<file path="src/rtl/cdt_pkg.sv">
package cdt_pkg;

    localparam int DIGIT_W = 4;

    typedef enum logic [1:0] {
        ST_OFF,
        ST_SET,
        ST_COUNT,
        ST_HALT
    } cdt_state_e;

    typedef struct packed {
        logic [DIGIT_W-1:0] tens;
        logic [DIGIT_W-1:0] units;
    } bcd2_t;

    function automatic int bcd2_val(bcd2_t v);
        return int'(v.tens) * 10 + int'(v.units);
    endfunction

endpackage

</file>
<file path="src/rtl/cdt_field.sv">
module cdt_field
    import cdt_pkg::*;
#(
    parameter int LIMIT = 59
) (
    input  logic  clk,
    input  logic  rst_n,
    input  logic  inc,
    input  logic  dec,
    output bcd2_t val,
    output logic  zero
);
    localparam logic [DIGIT_W-1:0] LIM_T = DIGIT_W'(LIMIT / 10);
    localparam logic [DIGIT_W-1:0] LIM_U = DIGIT_W'(LIMIT % 10);

    always_ff @(posedge clk) begin
        if (!rst_n) begin
            val <= '0;
        end else if (inc) begin
            if (val.tens == LIM_T && val.units == LIM_U) begin
                val <= '0;
            end else if (val.units == 4'd9) begin
                val.units <= 4'd0;
                val.tens  <= val.tens + 4'd1;
            end else begin
                val.units <= val.units + 4'd1;
            end
        end else if (dec) begin
            if (val.tens == 4'd0 && val.units == 4'd0) begin
                val.tens  <= LIM_T;
                val.units <= LIM_U;
            end else if (val.units == 4'd0) begin
                val.units <= 4'd9;
                val.tens  <= val.tens - 4'd1;
            end else begin
                val.units <= val.units - 4'd1;
            end
        end
    end

    assign zero = (val.tens == 4'd0) && (val.units == 4'd0);

    // field stays a legal BCD pair within its limit
    p_field_range_r5: assert property (@(posedge clk) disable iff (!rst_n)
        (val.units <= 4'd9) && (bcd2_val(val) <= LIMIT));

endmodule

</file>
<file path="src/rtl/cdt_ctrl.sv">
module cdt_ctrl
    import cdt_pkg::*;
(
    input  logic       clk,
    input  logic       rst_n,
    input  logic       mode_en,
    input  logic       run_sw,
    input  logic       sec_tick,
    input  logic       is_zero,
    input  logic       last_sec,
    output cdt_state_e state,
    output logic       done
);
    cdt_state_e nxt;
    logic       expire;

    assign expire = (state == ST_COUNT) && sec_tick && last_sec;

    always_comb begin
        nxt = state;
        if (!mode_en) begin
            nxt = ST_OFF;
        end else begin
            unique case (state)
                ST_OFF, ST_SET: begin
                    if (run_sw) nxt = is_zero ? ST_HALT : ST_COUNT;
                    else        nxt = ST_SET;
                end
                ST_COUNT: begin
                    if (expire)       nxt = ST_HALT;
                    else if (!run_sw) nxt = ST_SET;
                    else              nxt = ST_COUNT;
                end
                ST_HALT: begin
                    nxt = run_sw ? ST_HALT : ST_SET;
                end
            endcase
        end
    end

    always_ff @(posedge clk) begin
        if (!rst_n) state <= ST_OFF;
        else        state <= nxt;
    end

    always_ff @(posedge clk) begin
        if (!rst_n) done <= 1'b0;
        else        done <= expire;
    end

    // expiry pulse lasts one cycle
    p_done_single_r9: assert property (@(posedge clk) disable iff (!rst_n)
        done |=> !done);

    // COUNT never holds an empty count
    p_count_nonzero_r8: assert property (@(posedge clk) disable iff (!rst_n)
        (state == ST_COUNT) |-> !is_zero);

endmodule

</file>
<file path="src/rtl/cdt_warn.sv">
module cdt_warn (
    input  logic clk,
    input  logic rst_n,
    input  logic final_min,
    input  logic sec_tick,
    output logic warn_n
);
    always_ff @(posedge clk) begin
        if (!rst_n)          warn_n <= 1'b1;
        else if (!final_min) warn_n <= 1'b1;
        else if (sec_tick)   warn_n <= ~warn_n;
    end
endmodule

</file>
<file path="src/rtl/cdown_timer.sv">
module cdown_timer
    import cdt_pkg::*;
#(
    parameter int SEC_LIMIT = 59,
    parameter int MIN_LIMIT = 59,
    parameter int HR_LIMIT  = 23
) (
    input  logic        clk,
    input  logic        rst_n,
    input  logic        sec_tick,
    input  logic        rep_tick,
    input  logic        mode_en,
    input  logic        run_sw,
    input  logic [3:0]  key_n,
    output logic [23:0] bcd_time,
    output logic        running,
    output logic        warn_n,
    output logic        done
);
    localparam int NFIELD = 3;

    cdt_state_e         state;
    bcd2_t              fv [NFIELD];
    logic [NFIELD-1:0]  fz;
    logic [NFIELD-1:0]  finc;
    logic [NFIELD-1:0]  fdec;
    logic [NFIELD-1:0]  sel;
    logic               adj_step;
    logic               cnt_step;
    logic               up_key;
    logic               dn_key;
    logic               all_zero;
    logic               last_sec;
    logic               final_min;
    logic [16:0]        tot;

    // field select: index 0 seconds, 1 minutes, 2 hours
    assign sel[0]   =  key_n[3] & ~key_n[2];
    assign sel[1]   =  key_n[3] &  key_n[2];
    assign sel[2]   = ~key_n[3] &  key_n[2];
    assign up_key   = ~key_n[0];
    assign dn_key   =  key_n[0] & ~key_n[1];
    assign adj_step = (state == ST_SET) && rep_tick;
    assign cnt_step = (state == ST_COUNT) && sec_tick;

    assign all_zero  = &fz;
    assign last_sec  = fz[2] && fz[1] && (fv[0].tens == 4'd0) && (fv[0].units == 4'd1);
    assign final_min = (state == ST_COUNT) && fz[2] && fz[1] && !fz[0];

    generate
        for (genvar g = 0; g < NFIELD; g++) begin : g_field
            localparam int LIM = (g == 0) ? SEC_LIMIT : ((g == 1) ? MIN_LIMIT : HR_LIMIT);
            logic borrow_in;
            if (g == 0) begin : g_lsb
                assign borrow_in = cnt_step;
            end else begin : g_upper
                assign borrow_in = cnt_step & (&fz[g-1:0]);
            end
            assign finc[g] = adj_step & sel[g] & up_key;
            assign fdec[g] = (adj_step & sel[g] & dn_key) | borrow_in;

            cdt_field #(.LIMIT(LIM)) i_field (
                .clk   (clk),
                .rst_n (rst_n),
                .inc   (finc[g]),
                .dec   (fdec[g]),
                .val   (fv[g]),
                .zero  (fz[g])
            );
        end
    endgenerate

    cdt_ctrl i_ctrl (
        .clk      (clk),
        .rst_n    (rst_n),
        .mode_en  (mode_en),
        .run_sw   (run_sw),
        .sec_tick (sec_tick),
        .is_zero  (all_zero),
        .last_sec (last_sec),
        .state    (state),
        .done     (done)
    );

    cdt_warn i_warn (
        .clk       (clk),
        .rst_n     (rst_n),
        .final_min (final_min),
        .sec_tick  (sec_tick),
        .warn_n    (warn_n)
    );

    assign bcd_time = {fv[2], fv[1], fv[0]};
    assign running  = (state == ST_COUNT);
    assign tot      = 17'(bcd2_val(fv[2]) * 3600 + bcd2_val(fv[1]) * 60 + bcd2_val(fv[0]));

    // each counted tick removes exactly one second
    p_one_second_r6: assert property (@(posedge clk) disable iff (!rst_n)
        cnt_step |=> (tot == $past(tot) - 17'd1));

    // HALT freezes the digits
    p_halt_hold_r8: assert property (@(posedge clk) disable iff (!rst_n)
        (state == ST_HALT) |=> $stable(bcd_time));

    // OFF freezes the digits
    p_off_hold_r2: assert property (@(posedge clk) disable iff (!rst_n)
        (state == ST_OFF) |=> $stable(bcd_time));

    // repeat ticks are ignored while counting
    p_rep_ignored_r12: assert property (@(posedge clk) disable iff (!rst_n)
        ((state == ST_COUNT) && !sec_tick) |=> $stable(bcd_time));

    // warning only in the final minute
    p_warn_window_r10: assert property (@(posedge clk) disable iff (!rst_n)
        !warn_n |-> (fz[2] && fz[1]));

endmodule

</file>
<file path="config.mk">
export PLATFORM = sky130hd
export DESIGN_NAME = cdown_timer
export DESIGN_NICKNAME = d
export VERILOG_FILES = /design/src/rtl/cdt_pkg.sv /design/src/rtl/cdt_field.sv /design/src/rtl/cdt_ctrl.sv /design/src/rtl/cdt_warn.sv /design/src/rtl/cdown_timer.sv
export SDC_FILE = /design/constraint.sdc
export NUM_CORES = 1
export LEC_CHECK = 0
export BUFFER_PORTS_ARGS = -buffer_cell sky130_fd_sc_hd__buf_4
export CELL_PAD_IN_SITES_DETAIL_PLACEMENT = 1
export CELL_PAD_IN_SITES_GLOBAL_PLACEMENT = 1
export CORE_MARGIN = 1
export CORE_UTILIZATION = 46
export CTS_CLUSTER_DIAMETER = 100
export DETAILED_ROUTE_END_ITERATION = 7
export MAX_ROUTING_LAYER = met4
export PLACE_DENSITY_LB_ADDON = 0.3
export SYNTH_ARGS = -nofsm -noshare
export SYNTH_HDL_FRONTEND = slang
export SYNTH_HIERARCHICAL = 1
export SYNTH_SLANG_ARGS = --single-unit
</file>
<file path="constraint.sdc">
create_clock -name clk -period 5.7 [get_ports clk]
set_input_delay 1.14 -clock clk [delete_from_list [all_inputs] [get_ports clk]]
set_output_delay 1.14 -clock clk [all_outputs]
set_load 0.01 [all_outputs]
</file>
# After elaboration in Yosys (flattened, before gate mapping)
# Cells that the tools add are included.
[totals]
regBits = 28
out_inout_bits = 27
elab_cells = 125
[classes]
n_addsub = 12
eq_ne = 14
muxes = 30
bitwise_logic = 23
n_reduce_logical = 37
[ops]
columns = ["op", "count"]
rows = [
  ["$mux W8", 12],
  ["$mux W4", 12],
  ["$add A4 B1 Y4 const B", 6],
  ["$logic_not A4 Y1", 6],
  ["$sub A4 B1 Y4 const B", 6],
  ["$and A1 B1 Y1", 15],
  ["$logic_and A1 B1 Y1", 15],
  ["$eq A4 B4 Y1 const B", 3],
  ["$reduce_and A3 Y1", 4],
  ["$ne A3 B3 Y1 const B", 3],
  ["$reduce_bool A3 Y1", 3],
  ["$eq A4 B2 Y1 const B", 2],
  ["$eq A4 B3 Y1 const B", 2],
  ["$mux W2", 4],
  ["$pmux W2 S3", 1],
  ["$reduce_and A2 Y1", 3],
  ["$reduce_bool A2 Y1", 3],
  ["$not A1 Y1", 5],
  ["$eq A2 B2 Y1 const B", 2],
  ["$eq A4 B1 Y1 const B", 1],
  ["$or A1 B1 Y1", 3],
  ["$eq A2 B1 Y1 const B", 1],
  ["$logic_not A2 Y1", 1],
  ["$reduce_or A2 Y1", 1],
  ["2 further kinds", 2],
]

# Longest topological paths before layout
[logic_depth]
ltp_word = 8
mapped_depth = 11
depth_no_buf = 10

# Hierarchy
# Netlist, hierarchy kept.
[modules_own_cells]
columns = ["module", "instances", "cells_each", "area_each_um2", "seq_area_each_um2"]
rows = [
  ["cdt_field (g_field[0].i_field ...)", 2, 84, 693.2, 160.2],
  ["cdt_field (g_field[2].i_field)", 1, 95, 790.8, 160.2],
  ["cdown_timer", 1, 20, 158.9, 0.0],
  ["cdt_ctrl", 1, 13, 115.1, 60.1],
  ["cdt_warn", 1, 3, 33.8, 20.0],
]

# Worst setup path after synthesis
# OpenSTA, ideal clock, no wires.
[synth_timing]
path_type = "input port to flip-flop"
from = "input key_n[3]"
to = "register g_field[2].i_field/val[7] in the netlist's numbering"
setup_time_ns = 0.122
arrival_ns = 2.574
t_required_ns = 5.578
path_slack_ns = 3.004
stages = 7
n_path_buf = 1
path_cell_list = "or3b_1 -> o22ai_2 -> clkbuf_1 -> nand2b_1 -> nor4_4 -> a221oi_2 -> o311a_1"
[synth_via]
elab_chain_len = 7
word_cells_on_any_way = 11
[synth_lines]
columns = ["element", "line", "source"]
rows = [
  ["from (decl)", "cdown_timer.sv:14", "input logic [3:0] key_n,"],
  ["$not A1 Y1", "cdown_timer.sv:40", "assign sel[2] = ~key_n[3] & key_n[2];"],
  ["$and A1 B1 Y1", "cdown_timer.sv:40", ""],
  ["$and A1 B1 Y1 (2 in a row)", "cdown_timer.sv:60", "assign fdec[g] = (adj_step & sel[g] & dn_key) | borrow_in;"],
  ["$or A1 B1 Y1", "cdown_timer.sv:60", ""],
  ["named net fdec[2]", "cdown_timer.sv:26", "logic [NFIELD-1:0] fdec;"],
  ["$reduce_bool A2 Y1 (no source line)", "--", ""],
  ["$reduce_and A3 Y1 (no source line)", "--", ""],
  ["to (decl)", "cdt_field.sv:10", "output bcd2_t val,"],
]
# The timed path passes the listed nets, and every way through them passes these cells.
# A chain may end at the register's enable or synchronous reset.

# Worst setup path in the final report
[layout_timing]
from = "register g_field[1].i_field/val[0] in the netlist's numbering"
to = "register g_field[2].i_field/val[7] in the netlist's numbering"
[layout_via]
elab_chain_len = 7
[layout_lines]
columns = ["element", "line", "source"]
rows = [
  ["from (decl)", "cdt_field.sv:10", ""],
  ["$logic_not A4 Y1", "cdt_field.sv:41", "assign zero = (val.tens == 4'd0) && (val.units == 4'd0);"],
  ["$logic_and A1 B1 Y1", "cdt_field.sv:41", ""],
  ["named net fz[1]", "cdown_timer.sv:24", "logic [NFIELD-1:0] fz;"],
  ["$reduce_and A2 Y1", "cdown_timer.sv:57", "assign borrow_in = cnt_step & (&fz[g-1:0]);"],
  ["$and A1 B1 Y1", "cdown_timer.sv:57", ""],
  ["$or A1 B1 Y1", "cdown_timer.sv:60", ""],
  ["named net fdec[2]", "cdown_timer.sv:26", ""],
  ["$reduce_bool A2 Y1 (no source line)", "--", ""],
  ["$reduce_and A3 Y1 (no source line)", "--", ""],
]
# The timed path passes the listed nets, and every way through them passes these cells.

==> key figures <==
Setup path
  – Crit Path Class: reg -> reg
  – Critical path arrival: 3.31 ns
  – CP Launch Type: flop
  – CP Capture Type: flop
  – Worst Path Max Fanout: 11
  – Worst Path Required: 5.88 ns

Global routing
  – Via count of the first global-routing pass: 2376
  – GRT Residual Overflow: 0
  – Pin count of the biggest net entering global routing: 26
  – GRT Resource Usage Total: 25.2%
  – First-pass GRT wire length: 10900 microns
  – Antenna violations before repair: 0

Pwr
  – Max IR drop VDD: 0.000135 V
  – PD cells: 163 nW/um^2
  – Leakage Power: 1.14 nW

Die
  – Site row count: 26
  – IO Pins: 37
  – Initial Utilization: 48.3%
  – Die width: 75.5 microns
  – Die area: 5700 sq um
  – Core Region: 5140 sq um
  – Height of the die: 75.5 microns

CTS
  – Clk slew on worst S/H paths: 0.10 ns
  – CTS sink count: 28
  – Num CTS Buffers: 3
  – Number of setup buffers added after CTS: 0
  – Root Driver: clkbuf_8
  – CTS Hold Bufs: 0
  – H-tree Lvls: 1
  – CTS Buffer Depth: 2
  – CTS tree: yes
  – Clock Latency Late Sink: 0.28 ns
  – CTS resizes: 0

Place
  – Cell count after placement: 393
  – PortBufs: 36
  – Detailed placement HPWL: 4870 microns
  – Routability cong.: 0.804

Timing
  – RSZ-0062 raised after global routing: no
  – Final worst-path cycle share: 55.0%
  – Final hold vios: 0
  – Post-route setup TNS: 0 ns
  – Fin. max-slew vios: 0
  – Fmax: 319 MHz
  – Final setup fails: 0
  – Worst rel slew slack: 45.6%
  – Slew @ Worst Pin: 0.807 ns
  – Post-layout min period: 3.14 ns
  – Skew final: 0.00323 ns

Logic synthesis
  – Xor and xnor area share after synthesis: 1.41%
  – Largest family of logic cells by synthesized area: compound AO/OA/AOI/OAI gates
  – Mapped Cells: 299
  – Synthesized area per cell: 8.31 sq um
  – Syn Nets: 327
  – Ys flop type: dfxtp_1
  – Distinct cells, synth: 69
  – Simple-gate share of the synthesized area: 25.1%
  – Async SR Flop Fraction: 0%
  – Register bit total from synthesis: 28
  – Post-synthesis mux area share: 1.36%
  – Post-synth EDFFs: 0
  – Post-synthesis compound-gate area fraction: 32.4%
  – Seq/Total Area, Yosys: 22.6%
  – Synthesis warning total: 6
  – Synth Cell Area: 2480 sq um
  – Synthesized-area fraction occupied by adder cells: 9.06%

Layout
  – Nets: 356
  – Layout cells sized above 1: 20.8%
  – Final antenna diode count: 0
  – P&R area growth vs syn: 13.9%
  – Final Instance Count excl. Fillers: 397
  – Final core utilization: 55.1%

Route
  – Vias: 2451
  – Drt initial violations: 107
  – Post-route DRC: 0
  – Drt via density: 6.17
  – Antenna viol nets, final: 0
  – Total wire length: 6820 microns
  – Pre-antenna DRT Iters: 4
  – Wire length per cell: 17.2 microns

Hold path
  – Worst hold path type: reg -> reg

Flow run
  – # Max-Cap Violations: 0

Status
  – Run status: complete, no violations
## state kept, by name, indices dropped and copies added (netlist names)
register             count
i_ctrl/state             2
i_warn/warn_n            1
g_field.i_field/val     24
i_ctrl/done              1
## per-stage QoR
stage               setup WS (ns)  hold WS [ns]  instance area, sq um  total power [mW]
floorplan                    3.00         0.543                  2480             0.303
global placement             2.64         0.538                  2780             0.334
detailed placement           2.54         0.544                  2780             0.337
CTS                          2.55         0.582                  2830             0.467
global route                 2.29         0.608                  2830             0.487
finish                       2.56         0.574                  2830             0.462
## cell type report
cell class	instances	area [sq um]
fillers	669	2310
multi-input cells	229	1730
flip-flops and latches	28	561
repair buffers	39	293
inverters	27	101
well taps	70	87.6
clock buffers	4	55.1
## cells in the mapped netlist, drive strengths merged, types with 6 or more instances
cell type,n,area [sq um]
nand3b,7,52.6
dfxtp,28,561
or3b,7,66.3
inv,27,101
buf,9,75.1
o31ai,7,52.6
nand2,22,82.6
ha,18,225
nand3,9,45.0
a31oi,8,50.1
o21ai,6,30.0
nor2,18,70.1
a21oi,21,124
clkbuf,6,25.0
o211ai,6,45.0
## power breakdown
| group | total (mW) | internal [mW] | switching, mW | leakage (nW) |
|---|---|---|---|---|
| registers | 0.219 | 0.202 | 0.0170 | 0.227 |
| logic | 0.114 | 0.0536 | 0.0606 | 0.888 |
| clock network | 0.129 | 0.0620 | 0.0668 | 0.0288 |
## cell families (layout without fill, tap and decap cells)
group / count (synthesis) / in the layout
AO/OA/AOI/OAI: 103 / 103
AND/OR/NAND/NOR: 101 / 101
buffers and inverters: 42 / 70
flip-flops: 28 / 28
adder cells (fa/ha/maj): 18 / 18
XOR/XNOR: 4 / 4
multiplexers: 3 / 3
## metal layers
layer	part of all wire, %	global-route usage, %	routed length (microns)	vias to the layer above
li1	-	-	-	1185
met1	47	31.0	3190	1220
met2	49	44.0	3340	40
met3	3.4	3.84	231	6
met4	0.76	4.73	52	0
met5	0	-	0	-
## critical path, stage by stage (launching register included)
cell       delay (ns)
dfxtp_1          0.40
inv_1            0.11
ha_1             0.29
or3b_4           0.45
nor2_1           0.29
inv_1            0.10
o22ai_2          0.45
nand4bb_1        0.22
a21oi_4          0.28
a221oi_2         0.09
o311a_1          0.35
## final timing paths
check | start | to | slack, ns | cells after the start
worst max-delay path | g_field[1].i_field/val[0] | g_field[2].i_field/val[7] | 2.56 | 10
worst min-delay path | i_warn/warn_n | i_warn/warn_n | 0.57 | 2
worst min register to register | i_warn/warn_n | i_warn/warn_n | 0.57 | 2
worst max register to register | g_field[1].i_field/val[0] | g_field[2].i_field/val[7] | 2.56 | 10
## placed cells by master (no fill, tap or decap), types with 4 or more instances in the layout
master | Yosys | routed
o31ai_1 | 7 | 7
a21oi_1 | 18 | 18
o21ai_0 | 5 | 5
dfxtp_1 | 28 | 28
nor3_1 | 5 | 4
nor2_1 | 17 | 17
o22ai_1 | 4 | 4
o211a_1 | 5 | 5
buf_4 | 0 | 39
nand3_1 | 9 | 9
o211ai_1 | 6 | 6
nand2_1 | 22 | 22
clkbuf_8 | 0 | 4
a31oi_1 | 8 | 8
ha_1 | 18 | 18
inv_1 | 27 | 27
nand3b_1 | 7 | 7
No activity file was read; power rests on OpenSTA's default activity.
